$ cat config.mk
export PLATFORM = sky130hd
export DESIGN_NAME = twd_unit
export DESIGN_NICKNAME = d
export VERILOG_FILES = /design/src/rtl/twd_pkg.sv /design/src/rtl/twd_ctrl.sv /design/src/rtl/twd_chain.sv /design/src/rtl/twd_wdog.sv /design/src/rtl/twd_irq_out.sv /design/src/rtl/twd_unit.sv
export SDC_FILE = /design/constraint.sdc
export NUM_CORES = 1
export LEC_CHECK = 0
export BUFFER_PORTS_ARGS = -buffer_cell sky130_fd_sc_hd__clkbuf_2
export CORE_UTILIZATION = 55
export CTS_BUF_LIST = sky130_fd_sc_hd__clkbuf_4 sky130_fd_sc_hd__clkbuf_8
export CTS_CLUSTER_DIAMETER = 150
export CTS_CLUSTER_SIZE = 40
export DETAILED_ROUTE_END_ITERATION = 6
export PLACE_DENSITY = 0.76
export SYNTH_ARGS = -nofsm -noshare
export SYNTH_HDL_FRONTEND = slang
export SYNTH_SLANG_ARGS = --single-unit
$ cat constraint.sdc
create_clock -name clk -period 2.83 [get_ports clk]
set_input_delay 0 -clock clk [delete_from_list [all_inputs] [get_ports clk]]
set_output_delay 0 -clock clk [all_outputs]
set_load 0.02 [all_outputs]
$ cat src/rtl/twd_pkg.sv
package twd_pkg;

    // Width of the rate code and the number of divider steps it spans.
    localparam int RATE_W = 3;
    localparam int STEPS  = (2 ** RATE_W) - 1;
    // Watchdog divide-by-4 stage width.
    localparam int WDT_W  = 2;

    typedef logic [RATE_W-1:0] rate_t;
    typedef logic [WDT_W-1:0]  wstage_t;

    typedef struct packed {
        logic tmr_on;
        logic wdt_on;
        logic irq_on;
    } twd_mode_t;

    // The chain bit that carries the selected square wave.
    function automatic int tap_of(input int cnt_w, input rate_t code);
        return cnt_w - 1 - int'(code);
    endfunction

    // Level the interrupt line should take next.
    function automatic logic irq_level(input twd_mode_t m, input logic flag,
                                       input logic sq);
        logic lvl;
        if (!m.irq_on)      lvl = 1'b1;
        else if (m.wdt_on)  lvl = ~flag;
        else if (m.tmr_on)  lvl = ~sq;
        else                lvl = 1'b1;
        return lvl;
    endfunction

endpackage

$ cat src/rtl/twd_ctrl.sv
module twd_ctrl
    import twd_pkg::*;
(
    input  logic      clk,
    input  logic      rst,
    input  logic      tmr_en_s,
    input  logic      tmr_dis_s,
    input  logic      wdt_en_s,
    input  logic      wdt_dis_s,
    input  logic      irq_en_s,
    input  logic      irq_dis_s,
    input  logic      rate_ld_s,
    input  rate_t     rate_code,
    output twd_mode_t mode,
    output rate_t     rate
);

    // Off strobes are applied last, so they win over a same-cycle on strobe.
    always_ff @(posedge clk) begin
        if (rst) begin
            mode <= '0;
            rate <= '0;
        end else begin
            if (tmr_en_s)  mode.tmr_on <= 1'b1;
            if (tmr_dis_s) mode.tmr_on <= 1'b0;
            if (wdt_en_s)  mode.wdt_on <= 1'b1;
            if (wdt_dis_s) mode.wdt_on <= 1'b0;
            if (irq_en_s)  mode.irq_on <= 1'b1;
            if (irq_dis_s) mode.irq_on <= 1'b0;
            if (rate_ld_s) rate <= rate_code;
        end
    end

endmodule

$ cat src/rtl/twd_chain.sv
module twd_chain
    import twd_pkg::*;
#(
    parameter int PRE_W = 8
) (
    input  logic                    clk,
    input  logic                    rst,
    input  logic                    sys_en,
    input  logic                    tmr_clr,
    input  rate_t                   rate,
    output logic                    sq,
    output logic                    wrap,
    output logic [PRE_W+STEPS-1:0]  cnt
);

    localparam int CNT_W = PRE_W + STEPS;
    localparam int TAP_W = $clog2(CNT_W);

    logic [TAP_W-1:0] tap;
    logic [CNT_W-1:0] mask;

    // Prescaler and divider chain form one binary counter.
    always_ff @(posedge clk) begin
        if (rst || !sys_en || tmr_clr) cnt <= '0;
        else                           cnt <= cnt + 1'b1;
    end

    always_comb begin
        tap = TAP_W'(tap_of(CNT_W, rate));
        for (int i = 0; i < CNT_W; i++) begin
            mask[i] = (i <= int'(tap));
        end
        sq   = cnt[tap];
        // End of one selected period: every bit up to the tap is one.
        wrap = sys_en && !tmr_clr && ((cnt & mask) == mask);
    end

endmodule

$ cat src/rtl/twd_wdog.sv
module twd_wdog
    import twd_pkg::*;
(
    input  logic    clk,
    input  logic    rst,
    input  logic    sys_en,
    input  logic    wdt_on,
    input  logic    wdt_clr,
    input  logic    irq_dis,
    input  logic    wrap,
    output wstage_t stage,
    output logic    flag
);

    always_ff @(posedge clk) begin
        if (rst || !sys_en || wdt_clr) begin
            stage <= '0;
            flag  <= 1'b0;
        end else begin
            if (wdt_on && wrap) begin
                stage <= stage + 1'b1;
                if (stage == '1) flag <= 1'b1;
            end
            if (irq_dis) flag <= 1'b0;
        end
    end

endmodule

$ cat src/rtl/twd_irq_out.sv
module twd_irq_out
    import twd_pkg::*;
(
    input  logic      clk,
    input  logic      rst,
    input  twd_mode_t mode,
    input  logic      flag,
    input  logic      sq,
    output logic      irq_n
);

    always_ff @(posedge clk) begin
        if (rst) irq_n <= 1'b1;
        else     irq_n <= irq_level(mode, flag, sq);
    end

endmodule

$ cat src/rtl/twd_unit.sv
module twd_unit
    import twd_pkg::*;
#(
    parameter int PRESCALE_BITS = 8
) (
    input  logic              clk,
    input  logic              rst,
    input  logic              sys_en,
    input  logic              tmr_en_s,
    input  logic              tmr_dis_s,
    input  logic              tmr_clr_s,
    input  logic              wdt_en_s,
    input  logic              wdt_dis_s,
    input  logic              wdt_clr_s,
    input  logic              irq_en_s,
    input  logic              irq_dis_s,
    input  logic              rate_ld_s,
    input  logic [RATE_W-1:0] rate_code,
    output logic              irq_n
);

    localparam int CNT_W = PRESCALE_BITS + STEPS;

    twd_mode_t        mode;
    rate_t            rate;
    logic             tb_sq;
    logic             tb_wrap;
    logic [CNT_W-1:0] tb_cnt;
    wstage_t          wdt_stage;
    logic             wdt_flag;

    twd_ctrl u_ctrl (
        .clk       (clk),
        .rst       (rst),
        .tmr_en_s  (tmr_en_s),
        .tmr_dis_s (tmr_dis_s),
        .wdt_en_s  (wdt_en_s),
        .wdt_dis_s (wdt_dis_s),
        .irq_en_s  (irq_en_s),
        .irq_dis_s (irq_dis_s),
        .rate_ld_s (rate_ld_s),
        .rate_code (rate_code),
        .mode      (mode),
        .rate      (rate)
    );

    twd_chain #(.PRE_W(PRESCALE_BITS)) u_chain (
        .clk     (clk),
        .rst     (rst),
        .sys_en  (sys_en),
        .tmr_clr (tmr_clr_s),
        .rate    (rate),
        .sq      (tb_sq),
        .wrap    (tb_wrap),
        .cnt     (tb_cnt)
    );

    twd_wdog u_wdog (
        .clk     (clk),
        .rst     (rst),
        .sys_en  (sys_en),
        .wdt_on  (mode.wdt_on),
        .wdt_clr (wdt_clr_s),
        .irq_dis (irq_dis_s),
        .wrap    (tb_wrap),
        .stage   (wdt_stage),
        .flag    (wdt_flag)
    );

    twd_irq_out u_out (
        .clk   (clk),
        .rst   (rst),
        .mode  (mode),
        .flag  (wdt_flag),
        .sq    (tb_sq),
        .irq_n (irq_n)
    );

endmodule

==> results of run 1 <==
-- through the flow --
step	util, %	instances	setup WS [ns]
2_1_floorplan	-	140	0.5848
3_3_place_gp	62.33	178	0.3460
3_5_place_dp	62.33	178	0.2293
4_1_cts	70.93	198	0.2084
5_1_grt	70.98	198	0.1354
6_report	70.98	198	0.2837
-- metal layers --
layer / GRT usage (%) / vias up / wire length [um]
met2: 41.11 / 26 / 1366
met5: 0 / - / 0
met1: 27.72 / 493 / 1179
met4: 4.167 / 0 / 35
met3: 6.364 / 4 / 120
li1: - / 548 / -
-- power by group through the flow --
stage,clock network (mW),logic [mW],registers (mW)
2_1_floorplan,0,0.0321,0.369
3_3_place_gp,0,0.0422,0.372
3_5_place_dp,0,0.0448,0.373
4_1_cts,0.173,0.0635,0.365
5_1_grt,0.192,0.0698,0.367
6_report,0.164,0.0650,0.366
-- layout make-up --
class / count / area [um2] / area share, %
timing repair buffer: 31 / 235.2 / 14.98
clock buffer: 4 / 30.03 / 1.912
inverter: 6 / 22.52 / 1.434
multi-input combinational: 104 / 745.7 / 47.49
tap: 28 / 35.03 / 2.231
sequential: 25 / 501.7 / 31.95
-- repair_timing --
action / CTS / global route
gates resized for setup: 0 / 1
hold endpoints to repair: 8 / 0
hold buffers: 16 / 0
endpoints found under the setup margin: 0 / 1
-- logic make-up (layout without fill, tap and decap cells) --
| family | Yosys count | count (layout) |
|---|---|---|
| AOI/OAI and AO/OA | 12 | 12 |
| xor gates and xnor gates | 14 | 14 |
| adders and majority gates | 6 | 6 |
| buffers and inverters | 11 | 41 |
| DFF | 25 | 25 |
| muxes | 10 | 10 |
| and+or+nand+nor | 62 | 62 |
-- state kept, by name, summed over array words and instances (netlist names) --
| signal | count |
|---|---|
| u_chain.cnt | 15 |
| u_ctrl.mode | 3 |
| u_ctrl.rate | 3 |
| u_out.irq_n | 1 |
| u_wdog.flag | 1 |
| u_wdog.stage | 2 |
-- cell usage in the layout, fill, tap and decap left out, types with 2 or more instances in the layout --
| master | count |
|---|---|
| o21ai_0 | 2 |
| ha_1 | 6 |
| nor2_1 | 25 |
| clkbuf_4 | 4 |
| nor3_1 | 6 |
| dfxtp_1 | 24 |
| nand3_1 | 7 |
| and3_1 | 3 |
| nand2_1 | 11 |
| inv_1 | 6 |
| mux2i_1 | 8 |
| xnor2_1 | 3 |
| dlygate4sd3_1 | 16 |
| xor2_1 | 10 |
| clkbuf_2 | 15 |
| nand4_1 | 3 |
-- worst max-delay path by stage --
| stage | endpoint | slack (ns) | cells after the start | startpoint |
|---|---|---|---|---|
| global route | u_out.irq_n | 0.14 | 6 | u_ctrl.rate[0] |
| CTS | u_out.irq_n | 0.21 | 6 | u_ctrl.rate[0] |
| global placement | u_out.irq_n | 0.35 | 6 | u_ctrl.rate[0] |
| finish | u_out.irq_n | 0.28 | 6 | u_ctrl.rate[1] |
| detailed placement | u_out.irq_n | 0.23 | 6 | u_ctrl.rate[0] |
| floorplan | u_out.irq_n | 0.58 | 6 | u_ctrl.rate[1] |
==> results.py, run 1 <==
metrics = {
    "pwr": {
        "sw_frac_of_total_pct": 22.77,
        "seqPwrFrac_pct": 61.5,
        "powerDensity_nw_per_um2": 378.9,
        "power_switching_mw": 0.1355,
        "power_frac_comb_pct": 10.9,
        "p_leak_nw": 0.5979,
        "intPower_mw": 0.4594,
        "power.total_mw": 0.5949,
        "share_clk_of_total_power_pct": 27.6,
        "vdd_ir_drop_max_v": 0.0004430,
    },
    "run_status": {
        "run_status": "complete, no violations",
    },
    "critical_path": {
        "crit_required_ns": 3.04,
        "timing.rr.end": "u_out.irq_n",
        "crit_type": "reg2reg",
        "reg2reg_from": "u_ctrl.rate[1]",
        "max_stage_delay_ns": 0.54,
        "cp-end-kind": "flip-flop",
        "crit_fanout": 5,
        "r2r_slack_ns": 0.28,
        "worstPathArrival_ns": 2.76,
        "crit_buf_inv": 0,
        "path_cells": "ha_1, xor2_2, mux4_2, a2111oi_2, a21oi_1, or3b_1",
        "cpMaxStageDelayCell": "mux4_2",
        "path_delay_family": "multiplexers",
        "worst_setup_path_start_kind": "flip-flop",
        "rr_worst_depth": 6,
    },
    "grt": {
        "grt_pass1_wl_mm": 4.367,
        "antenna_found_initial": 0,
        "grt_usage_pct": 23.09,
        "overflow": 0,
        "grt_start_max_net_pins": 16,
        "grt_pass1_vias": 975,
    },
    "final_layout": {
        "nNetsFinal": 192,
        "n_antenna_cell": 0,
        "fin_area_um2": 1570,
        "area_growth_syn_to_layout_pct": 21.02,
        "num-fill-cells": 171,
        "drive_above_1_share_pct": 15.29,
    },
    "clocking": {
        "worstSkewPairLatency_ns": 0.32,
        "cts_root_buffer": "clkbuf_4",
        "cts_tree": "done",
        "h-tree-depth": 1,
        "cts.reportedPaths.clkPinSlew_ns": 0.13,
        "cts_buffers": 3,
        "cts_setup_buffers": 0,
        "cts.sink_count": 25,
        "clockBufferDepth": 2,
    },
    "sta": {
        "layout_min_cycle_time_ns": 2.546,
        "drv_slew": 0,
        "fmax_mhz": 392.7,
        "rsz0062_at_grt": "false",
        "slew_headroom_pct": 58.96,
        "timing.hold.ws_ns": 0.03945,
        "finalCritPeriodShare_pct": 89.97,
        "setup_viol": 0,
        "worstMarginPinSlew_ns": 0.6142,
        "fin_skew_ns": 0.009186,
        "hold_viol_final": 0,
        "fin_tns_setup_ns": 0,
    },
    "floorplanning": {
        "initial_core_util_pct": 58.65,
        "coreArea_um2": 2212,
        "row_count": 17,
        "ioPinCount": 16,
        "die_w_um": 50.57,
        "die_h_um": 50.57,
        "fp.dieArea_um2": 2557,
    },
    "synthesis": {
        "synthesis.nets": 161,
        "synthAdderAreaFrac_pct": 5.786,
        "syn_area_um2": 1297,
        "synth_top_area_share_pct": 38.57,
        "synth-seq-cells": 25,
        "synth_compound_area_share_pct": 9.161,
        "synth_cells": 140,
        "synth_edf_count": 0,
        "synth_xor_area_share_pct": 10.03,
        "synth-simple-area-share_pct": 22.57,
        "avgSynthCellArea_um2": 9.268,
        "synth_top_cells_by_area": "dfxtp_1 39%, nor2_1 7.2%, xor2_1 6.8%",
        "synthArstFlopShare_pct": 0,
        "ys_warn_count": 0,
        "netlist-cell-type-count": 35,
        "synth_flop_cell": "dfxtp_1",
        "synthMuxAreaShare_pct": 9.932,
        "synth_commonest_cells": "25 x dfxtp_1, 25 x nor2_1, 11 x nand2_1",
        "yosysTopAreaCell": "dfxtp_1",
        "synth_top_family_by_area": "simple AND/OR/NAND/NOR gates",
        "seq_area_frac_synth_pct": 38.57,
    },
    "drt": {
        "vias": 1071,
        "viasPerCell": 5.409,
        "dr.pass1.iters": 4,
        "ant_nets": 0,
        "drc": 0,
        "routed_wl_mm": 2.701,
        "dr.first_iter.drc_count": 14,
        "routedWlPerCell_um": 13.64,
    },
    "placement": {
        "io_buffers": 15,
        "gp_congestion": 0.8331,
        "place_area_um2": 1379,
        "dp.final_hpwl_mm": 1.780,
    },
    "hold_path": {
        "hold_path_startpoint": "rst",
        "holdPathEnd": "u_out.irq_n",
        "hold_class": "in2reg",
        "hold_depth": 2,
    },
    "job": {
        "cap_violations": 0,
    },
}
No activity file was read; power rests on OpenSTA's default activity.
==> inputs of run 2 (changes only) <==
Settings changed: CTS_BUF_LIST sky130_fd_sc_hd__clkbuf_4 sky130_fd_sc_hd__clkbuf_8 to unset.
==> run 2 against run 1 <==
Clock-buffer cell count is the same. Via count decreased by 0.28%. Global-route usage down 0.69 points. Hold slack lost 0.034 ns. Final area is 0.32% lower. Die area stayed put. Wire length decreased by 1.5%. Worst setup slack got worse by 0.10 ns. Critical endpoint unchanged.
==> results.py, run 2 (same netlist as run 1, synthesis figures left out) <==
metrics = {
    "drt": {
        "routedWlPerCell_um": 13.43,
        "ant_nets": 0,
        "routed_wl_mm": 2.660,
        "viasPerCell": 5.394,
        "drc": 0,
        "dr.pass1.iters": 4,
        "dr.first_iter.drc_count": 12,
        "vias": 1068,
    },
    "floorplanning": {
        "fp.dieArea_um2": 2557,
        "initial_core_util_pct": 58.65,
        "ioPinCount": 16,
        "die_h_um": 50.57,
        "coreArea_um2": 2212,
        "row_count": 17,
        "die_w_um": 50.57,
    },
    "job": {
        "cap_violations": 0,
    },
    "pwr": {
        "sw_frac_of_total_pct": 23.25,
        "power_switching_mw": 0.1363,
        "share_clk_of_total_power_pct": 26.6,
        "intPower_mw": 0.4498,
        "p_leak_nw": 0.5941,
        "power_frac_comb_pct": 11.1,
        "powerDensity_nw_per_um2": 374.4,
        "vdd_ir_drop_max_v": 0.0004425,
        "seqPwrFrac_pct": 62.3,
    },
    "sta": {
        "timing.hold.ws_ns": 0.005445,
        "hold_viol_final": 0,
        "setup_slack_ns": 0.1816,
        "fin_tns_setup_ns": 0,
        "drv_slew": 0,
        "rsz0062_at_grt": "false",
        "finalCritPeriodShare_pct": 93.58,
        "layout_min_cycle_time_ns": 2.648,
        "worstMarginPinSlew_ns": 0.6142,
        "fin_skew_ns": 0.01152,
        "setup_viol": 0,
        "fmax_mhz": 377.6,
        "slew_headroom_pct": 58.96,
    },
    "clocking": {
        "cts.reportedPaths.clkPinSlew_ns": 0.13,
        "worstSkewPairLatency_ns": 0.32,
        "cts_root_buffer": "clkbuf_4",
        "h-tree-depth": 1,
        "cts.sink_count": 25,
        "cts_buffers": 3,
        "cts_setup_buffers": 0,
        "cts_tree": "done",
        "clockBufferDepth": 2,
    },
    "final_layout": {
        "final_cell_mix": "25 x nor2_1, 25 x dfxtp_1, 16 x dlygate4sd3_1",
        "num-fill-cells": 175,
        "top_register": "u_chain.cnt",
        "area_growth_syn_to_layout_pct": 20.64,
        "drive_above_1_share_pct": 14.12,
        "fin_area_um2": 1565,
        "final_core_util_pct": 70.76,
        "layout.area.seq_um2": 500.5,
        "n_antenna_cell": 0,
        "largestRegisters": "u_chain.cnt (15), u_ctrl.mode (3), u_ctrl.rate (3)",
        "largest_reg_flops": 15,
        "multiInputGateArea_um2": 745.7,
        "nNetsFinal": 192,
    },
    "grt": {
        "grt_usage_pct": 22.41,
        "grt_pass1_wl_mm": 4.236,
        "grt_start_max_net_pins": 16,
        "antenna_found_initial": 0,
        "overflow": 0,
        "grt_pass1_vias": 954,
    },
    "critical_path": {
        "rr_worst_depth": 6,
        "cp-end-kind": "flip-flop",
        "reg2reg_from": "u_ctrl.rate[0]",
        "crit_required_ns": 3.05,
        "r2r_slack_ns": 0.18,
        "crit_type": "reg2reg",
        "crit_fanout": 9,
        "worst_setup_path_start_kind": "flip-flop",
        "timing.rr.end": "u_out.irq_n",
        "worstPathArrival_ns": 2.87,
    },
    "hold_path": {
        "hold_path_startpoint": "rst",
        "hold_depth": 2,
        "hold_class": "in2reg",
        "holdPathEnd": "u_out.irq_n",
    },
    "run_status": {
        "run_status": "complete, no violations",
    },
    "placement": {
        "pre_cts_ws_ns": 0.2293,
        "place_area_um2": 1379,
        "dp.final_hpwl_mm": 1.780,
        "io_buffers": 15,
        "gp_congestion": 0.8331,
    },
}
[run 2: cell counts in the layout (fill, tap and decap cells not counted)]
Identical to the previous run, type by type.
[run 2: power by group through the flow]
stage	combinational [mW]	clock (mW)	sequential, mW
2_1_floorplan	0.0321	0	0.369
3_3_place_gp	0.0422	0	0.372
3_5_place_dp	0.0448	0	0.373
4_1_cts	0.0635	0.163	0.365
5_1_grt	0.0697	0.181	0.366
6_report	0.0650	0.156	0.365
[run 2: metal layers]
metal  vias up  track usage (%)  share of wire (%)
met4         0            4.167               0.56
met1       493            26.08                 43
met2        23            40.67                 52
met3         2            6.364                3.7
met5         -                0                  0
li1        550                -                  -
[run 2: per-stage QoR]
step / cells / total power, mW
final: 198 / 0.5860
after global routing: 198 / 0.6169
after detailed placement: 178 / 0.4174
after global placement: 178 / 0.4145
after floorplan: 140 / 0.4015
after CTS: 198 / 0.5913
[run 2: worst max path at each step]
stage | from | endpoint | slack (ns) | cells past startpoint
floorplan | u_ctrl.rate[1] | u_out.irq_n | 0.58 | 6
global placement | u_ctrl.rate[0] | u_out.irq_n | 0.35 | 6
detailed placement | u_ctrl.rate[0] | u_out.irq_n | 0.23 | 6
CTS | u_ctrl.rate[0] | u_out.irq_n | 0.21 | 6
global route | u_ctrl.rate[0] | u_out.irq_n | 0.04 | 6
finish | u_ctrl.rate[0] | u_out.irq_n | 0.18 | 6
[run 2: worst max-delay path, cell delays in order, from the launching register on]
cell       delay (ns)
dfxtp_1          0.56
ha_1             0.41
xor2_2           0.26
mux4_2           0.54
a2111oi_2        0.37
a21oi_1          0.06
or3b_1           0.34
[run 2: layout make-up]
type                       instances  area share [%]
multi-input combinational        104           47.64
tap                               28           2.238
clock buffer                       4           1.679
inverter                           6           1.439
timing repair buffer              31           15.03
sequential                        25           31.97
[run 2: timing repair]
action / in CTS / in global routing
hold buffers: 16 / 0
resized for setup: 0 / 0
endpoints found under the hold margin: 8 / 0
